### src/rtl/sc_blk_pkg.sv
package sc_blk_pkg;
  localparam int unsigned TMO_W     = 24;
  localparam int unsigned LEN_W     = 8;
  localparam int unsigned HDR_CHARS = 4; // 3 prologue + 1 epilogue
endpackage

### src/rtl/sc_wait_timer.sv
module sc_wait_timer #(
  parameter int unsigned W = sc_blk_pkg::TMO_W
) (
  input  logic         clk_i,
  input  logic         rst_ni,
  input  logic         tick_i,
  input  logic         load_i,
  input  logic         reload_i,
  input  logic         clr_i,
  input  logic [W-1:0] val_i,
  output logic         expired_o
);
  logic [W-1:0] cnt_q;
  logic         run_q;
  logic         exp_q;

  always_ff @(posedge clk_i or negedge rst_ni) begin
    if (!rst_ni) begin
      cnt_q <= '0;
      run_q <= 1'b0;
      exp_q <= 1'b0;
    end else if (load_i) begin
      cnt_q <= val_i;
      run_q <= 1'b1;
      exp_q <= 1'b0;
    end else begin
      if (clr_i) exp_q <= 1'b0;
      if (reload_i) begin
        cnt_q <= val_i;
        run_q <= 1'b1;
      end else if (run_q && tick_i) begin
        if (cnt_q <= W'(1)) begin
          cnt_q <= '0;
          run_q <= 1'b0;
          exp_q <= 1'b1;
        end else begin
          cnt_q <= cnt_q - W'(1);
        end
      end
    end
  end

  assign expired_o = exp_q;

  p_flag_hold_r4: assert property (@(posedge clk_i) disable iff (!rst_ni)
    exp_q && !clr_i && !load_i |=> exp_q);
  p_load_clears_r2: assert property (@(posedge clk_i) disable iff (!rst_ni)
    load_i |=> !exp_q);
  p_stopped_r4: assert property (@(posedge clk_i) disable iff (!rst_ni)
    !run_q && !load_i && !reload_i |=> $stable(cnt_q) && !run_q);
endmodule

### src/rtl/sc_char_counter.sv
module sc_char_counter #(
  parameter int unsigned LEN_W = sc_blk_pkg::LEN_W,
  parameter int unsigned HDR   = sc_blk_pkg::HDR_CHARS
) (
  input  logic             clk_i,
  input  logic             rst_ni,
  input  logic             rx_i,
  input  logic             tx_i,
  input  logic [LEN_W-1:0] len_i,
  output logic             first_o,
  output logic             end_o
);
  localparam int unsigned CNT_W = LEN_W + 1;

  logic [CNT_W-1:0] cnt_q, cnt_nxt, target;
  logic             done_q, first_q, end_q;

  assign cnt_nxt = cnt_q + CNT_W'(1);
  assign target  = CNT_W'(len_i) + CNT_W'(HDR);

  always_ff @(posedge clk_i or negedge rst_ni) begin
    if (!rst_ni) begin
      cnt_q   <= '0;
      done_q  <= 1'b0;
      first_q <= 1'b0;
      end_q   <= 1'b0;
    end else if (tx_i) begin
      cnt_q   <= '0;
      done_q  <= 1'b0;
      first_q <= 1'b0;
      end_q   <= 1'b0;
    end else begin
      first_q <= rx_i && (cnt_q == '0) && !done_q;
      end_q   <= 1'b0;
      if (rx_i && !done_q) begin
        cnt_q <= cnt_nxt;
        // >= covers a length lowered below the running count
        if (cnt_nxt >= target) begin
          done_q <= 1'b1;
          end_q  <= 1'b1;
        end
      end
    end
  end

  assign first_o = first_q;
  assign end_o   = end_q;

  p_tx_clear_r6: assert property (@(posedge clk_i) disable iff (!rst_ni)
    tx_i |=> !first_q && !end_q && (cnt_q == '0));
  p_saturate_r8: assert property (@(posedge clk_i) disable iff (!rst_ni)
    done_q && !tx_i |=> $stable(cnt_q) && !end_q && !first_q);
  p_excl_r5: assert property (@(posedge clk_i) disable iff (!rst_ni)
    $onehot0({first_q, end_q}));
endmodule

### src/rtl/sc_block_timer.sv
module sc_block_timer #(
  parameter int unsigned TMO_W = sc_blk_pkg::TMO_W,
  parameter int unsigned LEN_W = sc_blk_pkg::LEN_W
) (
  input  logic             clk_i,
  input  logic             rst_ni,
  input  logic             bit_tick_i,
  input  logic             char_rx_i,
  input  logic             char_end_i,
  input  logic             tx_active_i,
  input  logic             tmo_load_i,
  input  logic             tmo_clr_i,
  input  logic [TMO_W-1:0] tmo_val_i,
  input  logic [LEN_W-1:0] blk_len_i,
  output logic             timeout_o,
  output logic             first_char_o,
  output logic             blk_end_o
);
  sc_wait_timer #(.W(TMO_W)) u_timer (
    .clk_i     (clk_i),
    .rst_ni    (rst_ni),
    .tick_i    (bit_tick_i),
    .load_i    (tmo_load_i),
    .reload_i  (char_end_i),
    .clr_i     (tmo_clr_i),
    .val_i     (tmo_val_i),
    .expired_o (timeout_o)
  );

  sc_char_counter #(.LEN_W(LEN_W), .HDR(sc_blk_pkg::HDR_CHARS)) u_cnt (
    .clk_i   (clk_i),
    .rst_ni  (rst_ni),
    .rx_i    (char_rx_i),
    .tx_i    (tx_active_i),
    .len_i   (blk_len_i),
    .first_o (first_char_o),
    .end_o   (blk_end_o)
  );

  p_clr_drops_r4: assert property (@(posedge clk_i) disable iff (!rst_ni)
    tmo_clr_i && timeout_o && !bit_tick_i |=> !timeout_o);
  p_no_pulse_tx_r6: assert property (@(posedge clk_i) disable iff (!rst_ni)
    tx_active_i |=> !first_char_o && !blk_end_o);
endmodule

### config.mk
export PLATFORM = sky130hd
export DESIGN_NAME = sc_block_timer
export DESIGN_NICKNAME = d
export VERILOG_FILES = /design/src/rtl/sc_blk_pkg.sv /design/src/rtl/sc_wait_timer.sv /design/src/rtl/sc_char_counter.sv /design/src/rtl/sc_block_timer.sv
export SDC_FILE = /design/constraint.sdc
export NUM_CORES = 1
export LEC_CHECK = 0
export ABC_AREA = 0
export CAP_MARGIN = 10
export CORE_ASPECT_RATIO = 1.5
export CORE_MARGIN = 10
export CORE_UTILIZATION = 45
export CTS_CLUSTER_DIAMETER = 100
export CTS_CLUSTER_SIZE = 10
export DETAILED_ROUTE_END_ITERATION = 8
export PLACE_DENSITY = 0.69
export SYNTH_ARGS = -nofsm -noshare
export SYNTH_HDL_FRONTEND = slang
export SYNTH_SLANG_ARGS = --single-unit
### constraint.sdc
create_clock -name clk_i -period 2.65 [get_ports clk_i]
set_input_delay 0.53 -clock clk_i [delete_from_list [all_inputs] [get_ports clk_i]]
set_output_delay 0.53 -clock clk_i [all_outputs]
set_load 0.005 [all_outputs]
# Yosys cells after proc, flatten, opt, wreduce, memory -nomap -nowiden
# Index checks and enable logic that the tools add are counted.
# op_classes
add_sub_neg	3
n_lt_le_gt_ge	2
mux	22
n_reduce_logical	12
# ops
cell	n
two-way mux 24 bit	4
less-or-equal comparator 24 x 1 -> 1 bit, second input constant	1
subtractor 24 x 1 -> 24 bit, second input constant	1
two-way mux 9 bit	2
two-way mux 1 bit	16
adder 8 x 3 -> 9 bit, second input constant	1
adder 9 x 1 -> 9 bit, second input constant	1
>= comparator 9 bit	1
zero test 9 bit	1
nonzero test 3 bit	2
logical AND 1 bit	4
AND reduction 2 bit	2
nonzero test 2 bit	2
zero test 1 bit	1
# word_totals
reg_bits	38
inputBits	40
out_inout_bits	3
wordCells	46

# Depth between registers and ports, before layout
# Gate-level depths: netlist of the first run.
# logic_depth
ltp_word	5
ltp_mapped	11
mapped_depth_nobuf	10

# Cells and area by module
# From an unflattened synthesis of the first run, not the netlist that was laid out.
# unflattened
cells_unflattened	295
area_unflattened_um2	2577.5
# by_module_without_submodules
module	instances	cells_per_inst	area_each_um2	seq_area_each_um2
sc_wait_timer	1	185	1586.5	650.6
sc_char_counter	1	110	991.0	300.3

# Least setup slack after synthesis of the first run
# No wires, ideal clock.
# synth_timing
path_type	register -> register
start	reg u_cnt.cnt_q[0]
end	reg u_cnt.done_q
setup_ns	0.136
arrival_ns	2.299
required_time_ns	2.514
slack_ns	0.215
stages_incl_launch_ff	12
n_path_buf	1
period_less_slack_ns	2.435
path_cell_list	dfrtp_1 ha_1 nand3_1 or2_2 clkbuf_1 nor2_1 xor2_1 ha_1 and4_1 and2_1 a31oi_1 a311oi_1
# synth_between
elab_chain_len	4
# synth_rtl
element	line	rtl
start, declared	sc_char_counter.sv:15	logic [CNT_W-1:0] cnt_q, cnt_nxt, target;
start signal, assigned	sc_char_counter.sv:36	cnt_q <= cnt_nxt;
adder 9 x 1 -> 9 bit	sc_char_counter.sv:18	assign cnt_nxt = cnt_q + CNT_W'(1);
>= comparator 9 bit	sc_char_counter.sv:38	if (cnt_nxt >= target) begin
nonzero test 2 bit (no line)	-	
AND reduction 2 bit (no line)	-	
end signal, assigned	sc_char_counter.sv:24	done_q <= 1'b0;
end signal, assigned	sc_char_counter.sv:29	done_q <= 1'b0;
end signal, assigned	sc_char_counter.sv:39	done_q <= 1'b1;
end, declared	sc_char_counter.sv:16	logic done_q, first_q, end_q;
# No other way between the ends.
# A chain may end at the register's enable or synchronous reset.

# Worst setup path after layout of the first run
# layout_timing
start	reg u_cnt.cnt_q[2]
end	reg u_cnt.done_q
# Same word-level chain as after synthesis.

==> impl_results.md, run 1 <==
- CP Data Arrival Time: between 2 and 3 ns
- Hold_ws: 0.3462 ns
- Number of detailed-route iterations in the first pass: 4
- YS warnings: 0
- # H-tree levels: 2
- Later-pin clock latency in the skew report: just under 0.3 ns
- GRT Total Usage: 16.03%
- Row count: 33
- Share of cells above drive strength 1: a little under an eighth
- Total gr overflow: 0
- Core outline area: 0.005492 mm2
- Final critical-path required period: 2.445 ns
- Post-synth top area cell: dfrtp_1
- Gpl congestion: 0.9246
- Finished Cell Area: 0.003253 mm2
- Port buffer count: 42
- Area grow syn2layout: 27.39%
- P_leak: 1.333 nW
- Area contributors post-synth: dfrtp_1, ha_1, nand2_1
- Slew headroom: 43.07%
- Fill cells: 511
- Yosys reg bits: 38
- Number of max-cap violations: 0
- Share of the synthesized area in the top cell type: 37.24%
- Fin nets: ~400
- Root buf cell: clkbuf_8
- CP Class: flip-flop to flip-flop
- Die ar.: about 0.0092 mm2
- Vias in the first global route: 2572
- Slew of the pin with the lowest slew margin: ~0.85 ns
- Setup crit end kind: flip-flop
- Placed insts: 413
- Fmax: 408.9 MHz
- Post-DR vias/cell: 5.664
- Final antenna-violating net count: 0
- Critical path startpoint category: flip-flop
- Die outline height: 112.3 um
- Post-synth EDFFs: 0
- RSZ-0062 raised after global routing: no
- IO Pins: 43
- Clk slew on worst S/H paths: 0.08 ns
- DP HPWL: 5434 um
- DR WL/cell: 16.22 um
- Commonest register cell after synthesis: dfrtp_1
- Die X: 81.51 um
- Maximum number of pins on one net before global-route repair: 39
- Final WS setup: 0.2045 ns
- Status: finished, final reports clean
- Fin crit share: 92.28%
- Final Slew Violations: 0
- Post-synth ARST share: 100.0%
- Setup TNS: 0 ns
- Peak VDD IR: around 310 uV
- Post-synthesis instance area: around 0.0026 mm2
- Synth cell types: 47
- Hold Vio Cnt, Final: 0
- Mapped Cells: roughly 300
- Sequential fraction of the synthesis area: 37.24%
- Vias: 2390
- Longest Clk Path Bufs: 2
- PwrDens: 434.9 mW/mm2
- Starting Density: 46.50%
- Setup violations, final: 0
- Worst hold-check path type: input pin to async pin
- Worst EP required: between 2 and 3 ns
- N_diodes: 0
- Num CTS Buffers: 5
- Setup WS pre-CTS: 0.03436 ns
- Post-Syn Nets: 352
- DRC: 0
- Crit path max fanout: 5
- Initial antenna violation count: 0
- Placed Area: 0.003131 mm2
- Syn Area/Cell: 8.569 um2
- Clock Sinks: 38
- Global-route wire length before repair: 11860 um
- Cell Count, Final, Fillers Out: roughly 420
- Total Routed Length: 6843 um
- CTS tree: built
- Initial drt markers: 78
- Worst Skew: 0.003722 ns
[placed cells by master (no fill, tap or decap), types with 5 or more instances in the layout]
master | Yosys | layout
clkdlybuf4s50_1 | 0 | 41
dfrtp_1 | 38 | 37
nand2_1 | 34 | 34
nor2_1 | 29 | 29
o21ai_0 | 18 | 18
buf_4 | 0 | 18
a21oi_1 | 14 | 14
ha_1 | 14 | 13
a31oi_1 | 12 | 12
xnor2_1 | 11 | 11
nand3_1 | 10 | 10
xor2_1 | 10 | 10
or3_1 | 10 | 10
nor3_1 | 10 | 10
inv_1 | 8 | 8
nor4_1 | 7 | 7
or4_1 | 6 | 6
nand4_1 | 5 | 5
clkbuf_8 | 0 | 5
[cell families (layout without fill, tap and decap cells)]
kind of cell | Yosys count | after routing | synth area share (%)
buffers and inverters | 22 | 76 | 3.283
AO/OA/AOI/OAI | 66 | 66 | 16.36
XOR/XNOR | 21 | 21 | 7.202
AND/OR/NAND/NOR | 136 | 136 | 28.66
adder cells (fa/ha/maj) | 14 | 14 | 6.859
multiplexers | 1 | 1 | 0.3920
flip-flops | 38 | 38 | 37.24
[what timing repair did]
| item | 4_1_cts | 5_1_grt |
|---|---|---|
| gates resized for setup | 0 | 3 |
| setup buffers | 0 | 1 |
| endpoints found under the setup margin | 0 | 2 |
| hold buffers | 0 | 0 |
| hold endpoints to repair | 0 | 0 |
[registers in the layout, summed over array words and instances (netlist names)]
signal	count
u_cnt.first_o	1
u_cnt.end_o	1
u_timer.expired_o	1
u_timer.cnt_q	24
u_cnt.cnt_q	9
u_cnt.done_q	1
u_timer.run_q	1
[through the flow]
stage                     util (%)   power, W
final                        59.24   0.001415
after global routing         59.24   0.001488
after CTS                    58.99   0.001428
after detailed placement     57.01  0.0009327
after global placement       57.01  0.0009262
after floorplan                  -  0.0007956
[metal layers]
metal | vias to the layer above | part of all wire [%] | GRT usage (%)
met1 | 1137 | 37 | 16.15
met2 | 49 | 58 | 30.51
met5 | - | 0 | 0
li1 | 1191 | - | -
met4 | 0 | 2.7 | 6.373
met3 | 13 | 2.6 | 2.796
[cell usage after synthesis (2+ instances only)]
master	count
a211oi_1	2
a21o_1	3
a21oi_1	14
a22oi_1	2
a31o_2	3
a31oi_1	12
a32o_1	3
and2_1	2
and3_1	3
clkbuf_1	13
dfrtp_1	38
ha_1	14
inv_1	8
nand2_1	34
nand3_1	10
nand4_1	5
nor2_1	29
nor2b_1	3
nor3_1	10
nor4_1	7
nor4b_1	2
o21ai_0	18
o31ai_1	3
or2_2	4
or3_1	10
or4_1	6
xnor2_1	11
xor2_1	10
[path summary, 6_finish.rpt]
path | startpoint | to | slack, ns | depth (start not counted)
setup / recovery | u_cnt.cnt_q[2] | u_cnt.done_q | 0.20 | 9
hold / removal | rst_ni | u_timer.cnt_q[19] | 0.35 | 1
setup reg to reg | u_cnt.cnt_q[2] | u_cnt.done_q | 0.20 | 9
hold reg to reg | u_timer.run_q | u_timer.run_q | 0.51 | 1
max in group asynchronous | rst_ni | u_cnt.cnt_q[0] | 1.71 | 1
min in group clk_i | u_timer.run_q | u_timer.run_q | 0.51 | 1
[report_power, final]
part	internal, W	switching [W]	total [W]
clock network	0.000277	0.000215	0.000492
registers	0.000615	0.0000415	0.000657
logic	0.000138	0.000128	0.000266
[worst max-delay path, stage by stage, from the launching register on]
cell,delay (ns)
dfrtp_1,0.43
nand3_1,0.18
or2_2,0.38
nor2_1,0.14
xor2_1,0.22
ha_1,0.28
and4_1,0.21
and2_1,0.15
a31oi_1,0.19
a311oi_1,0.13
[layout make-up]
class                      instances  area, um2  area share (%)
multi-input combinational        238       1524           46.85
clock inverter                     3      40.04           1.231
timing repair buffer              60      550.5           16.92
inverter                           8      30.03          0.9231
sequential                        38      952.2           29.27
clock buffer                       5      68.82           2.115
tap                               70      87.58           2.692
(Power assumes the default switching activity.)
==> inputs of run 2 (changes only) <==
--- a/config.mk
+++ b/config.mk
@@ -13,7 +13,8 @@
 export CTS_CLUSTER_DIAMETER = 100
 export CTS_CLUSTER_SIZE = 10
 export DETAILED_ROUTE_END_ITERATION = 8
-export PLACE_DENSITY = 0.69
+export DONT_BUFFER_PORTS = 1
+export REMOVE_ABC_BUFFERS = 1
 export SYNTH_ARGS = -nofsm -noshare
 export SYNTH_HDL_FRONTEND = slang
 export SYNTH_SLANG_ARGS = --single-unit
==> run 2 against run 1 <==
  * Clock skew rose by 0.00082 ns
  * Non-clock buffer count fell by 50
  * First-iteration DRC count fell by 17%
  * Routed wire length fell by 3.7%
  * Sequential share of layout area rose by 4.8 points
  * Critical path type unchanged
==> impl_results.md, run 2 (same netlist as run 1, synthesis figures left out) <==
- Critical path startpoint category: flip-flop (unchanged)
- Slew headroom: 60.84% (was 43.07%)
- Row count: 33 (unchanged)
- Clock Sinks: 38 (unchanged)
- # H-tree levels: 2 (unchanged)
- CTS tree: built (unchanged)
- CP Data Arrival Time: 2.64 ns (was 2.60 ns)
- Slew of the pin with the lowest slew margin: 0.5820 ns (was 0.8539 ns)
- CP Class: flip-flop to flip-flop (unchanged)
- P_leak: 1.128 nW (was 1.333 nW)
- PwrDens: 454.8 mW/mm2 (was 434.9 mW/mm2)
- Worst hold-check path type: input pin to async pin (unchanged)
- Number of max-cap violations: 0 (unchanged)
- N_diodes: 0 (unchanged)
- Longest Clk Path Bufs: 2 (unchanged)
- Crit path max fanout: 5 (unchanged)
- Fmax: 404.1 MHz (was 408.9 MHz)
- Peak VDD IR: 255.0 uV (was 314.8 uV)
- Setup violations, final: 0 (unchanged)
- Crit path largest cell delay: 0.42 ns (was 0.43 ns)
- Vias in the first global route: 2434 (was 2572)
- IO Pins: 43 (unchanged)
- Final critical-path required period: 2.475 ns (was 2.445 ns)
- DRC: 0 (unchanged)
- Root buf cell: clkbuf_8 (unchanged)
- Top Registers: u_timer.cnt_q x24, u_cnt.cnt_q x9 (unchanged)
- GRT Total Usage: 15.80% (was 16.03%)
- Initial drt markers: 65 (was 78)
- Max reg flops: 24 (unchanged)
- Later-pin clock latency in the skew report: 0.29 ns (about the same)
- Total gr overflow: 0 (unchanged)
- Clk slew on worst S/H paths: 0.08 ns (about the same)
- Core outline area: 0.005492 mm2 (unchanged)
- Starting Density: 46.50% (unchanged)
- Post-DR vias/cell: 5.949 (was 5.664)
- Commonest non-fill, non-tap cell in the layout: dfrtp_1 (was clkdlybuf4s50_1)
- Vias: 2213 (was 2390)
- Postcts setup bufs: 0 (unchanged)
- Die ar.: 0.009150 mm2 (unchanged)
- Global-route wire length before repair: 11500 um (was 11860 um)
- RSZ-0062 raised after global routing: no (unchanged)
- Number of detailed-route iterations in the first pass: 4 (unchanged)
- Final antenna-violating net count: 0 (unchanged)
- R2R setup slack: 0.18 ns (was 0.20 ns)
- DP HPWL: 5041 um (was 5434 um)
- Initial antenna violation count: 0 (unchanged)
- Critical path cell sequence: ha_4 > nand3_2 > or2_2 > nor2_1 > xor2_1 > ha_1 > and4_1 > and2_1 > a31oi_2 > a311oi_1 (was nand3_1 > or2_2 > nor2_1 > xor2_1 > ha_1 > and4_1 > and2_1 > a31oi_1 > a311oi_1)
- Worst EP required: 2.82 ns (was 2.81 ns)
- Total Routed Length: 6587 um (was 6843 um)
- Crit path max-delay family: simple AND/OR/NAND/NOR gates (unchanged)
- Num CTS Buffers: 5 (unchanged)
- Setup crit end kind: flip-flop (unchanged)
- Most frequent cells in the layout: dfrtp_1, nand2_1, nor2_1, o21ai_0, a21oi_1 (was clkdlybuf4s50_1, dfrtp_1, nand2_1, nor2_1)
- Fin crit share: 93.39% (was 92.28%)
- Worst Skew: 0.004537 ns (was 0.003722 ns)
- Status: finished, final reports clean (unchanged)
- Die X: 81.51 um (unchanged)
- WP buf/inv: 0 (unchanged)
- Slowest cell on the critical path: dfrtp_1 (unchanged)
- Die outline height: 112.3 um (unchanged)
- Fin nets: 355 (was 405)
- Hold Vio Cnt, Final: 0 (unchanged)
- Final Slew Violations: 0 (unchanged)
- Setup WS pre-CTS: 0.04250 ns (was 0.03436 ns)
- Gpl congestion: 0.8661 (was 0.9246)
- Maximum number of pins on one net before global-route repair: 39 (unchanged)
- Setup TNS: 0 ns (unchanged)
- Share of cells above drive strength 1: 11.26% (was 11.65%)
- DR WL/cell: 17.71 um (was 16.22 um)
- Area grow syn2layout: 9.407% (was 27.39%)
- Port buffer count: 0 (was 42)
- Largest reg by FF count: u_timer.cnt_q (unchanged)
- Final WS setup: 0.1752 ns (was 0.2045 ns)
run 2: cell types whose count changed in the layout (fill, tap and decap cells not counted), sizes merged:
cell,delta
buf,-9
bufinv,-1
clkbuf,+2
clkdlybuf4s50,-41
clkinv,-1
run 2: per-stage QoR:
stage	total power (W)	area (um2)	util, %	cells	hold WS, ns
finish	0.001271	2794	50.88	372	0.06721
global route	0.001349	2794	50.88	372	0.06960
CTS	0.001281	2769	50.42	372	0.07550
detailed placement	0.0008418	2658	48.39	363	0.2360
global placement	0.0008395	2658	48.39	363	0.2366
floorplan	0.0007891	2500	-	284	0.2344
run 2: area by class of cell:
cell class	instances	area, um2
Inverter	8	30.03
Timing Repair Buffer	10	87.58
Tap cell	70	87.58
Sequential cell	38	952.2
Clock buffer	7	86.33
Fill cell	561	2698
Clock inverter	1	5.005
Multi-Input combinational cell	238	1545
run 2: metal layers:
layer	vias to the layer above	share of wire (%)	GRT usage [%]	wire [um]
met5	-	0	0	0
met4	0	3.0	6.721	198
met3	16	6.0	4.712	397
met2	55	55	28.98	3649
met1	1051	36	15.56	2342
li1	1091	-	-	-
run 2: report_power, final:
part	internal, W	total [W]	switching (W)
logic	0.0000818	0.000186	0.000104
registers	0.000615	0.000662	0.0000466
clock network	0.000210	0.000423	0.000212
total	0.000907	0.00127	0.000363
run 2: repair_timing:
item / in CTS / in global routing
gates resized for setup: 0 / 5
endpoints found under the setup margin: 0 / 2
endpoints found under the hold margin: 38 / 0
hold buffers: 1 / 0
run 2: path summary, 6_finish.rpt:
| path | start | end | cells past startpoint |
|---|---|---|---|
| setup / recovery | u_cnt.cnt_q[1] | u_cnt.done_q | 10 |
| hold / removal | rst_ni | u_cnt.first_o | 1 |
| setup reg to reg | u_cnt.cnt_q[1] | u_cnt.done_q | 10 |
| hold reg to reg | u_timer.run_q | u_timer.run_q | 1 |
| max in group asynchronous | rst_ni | u_cnt.cnt_q[0] | 1 |
| min in group clk_i | tmo_load_i | u_timer.expired_o | 1 |
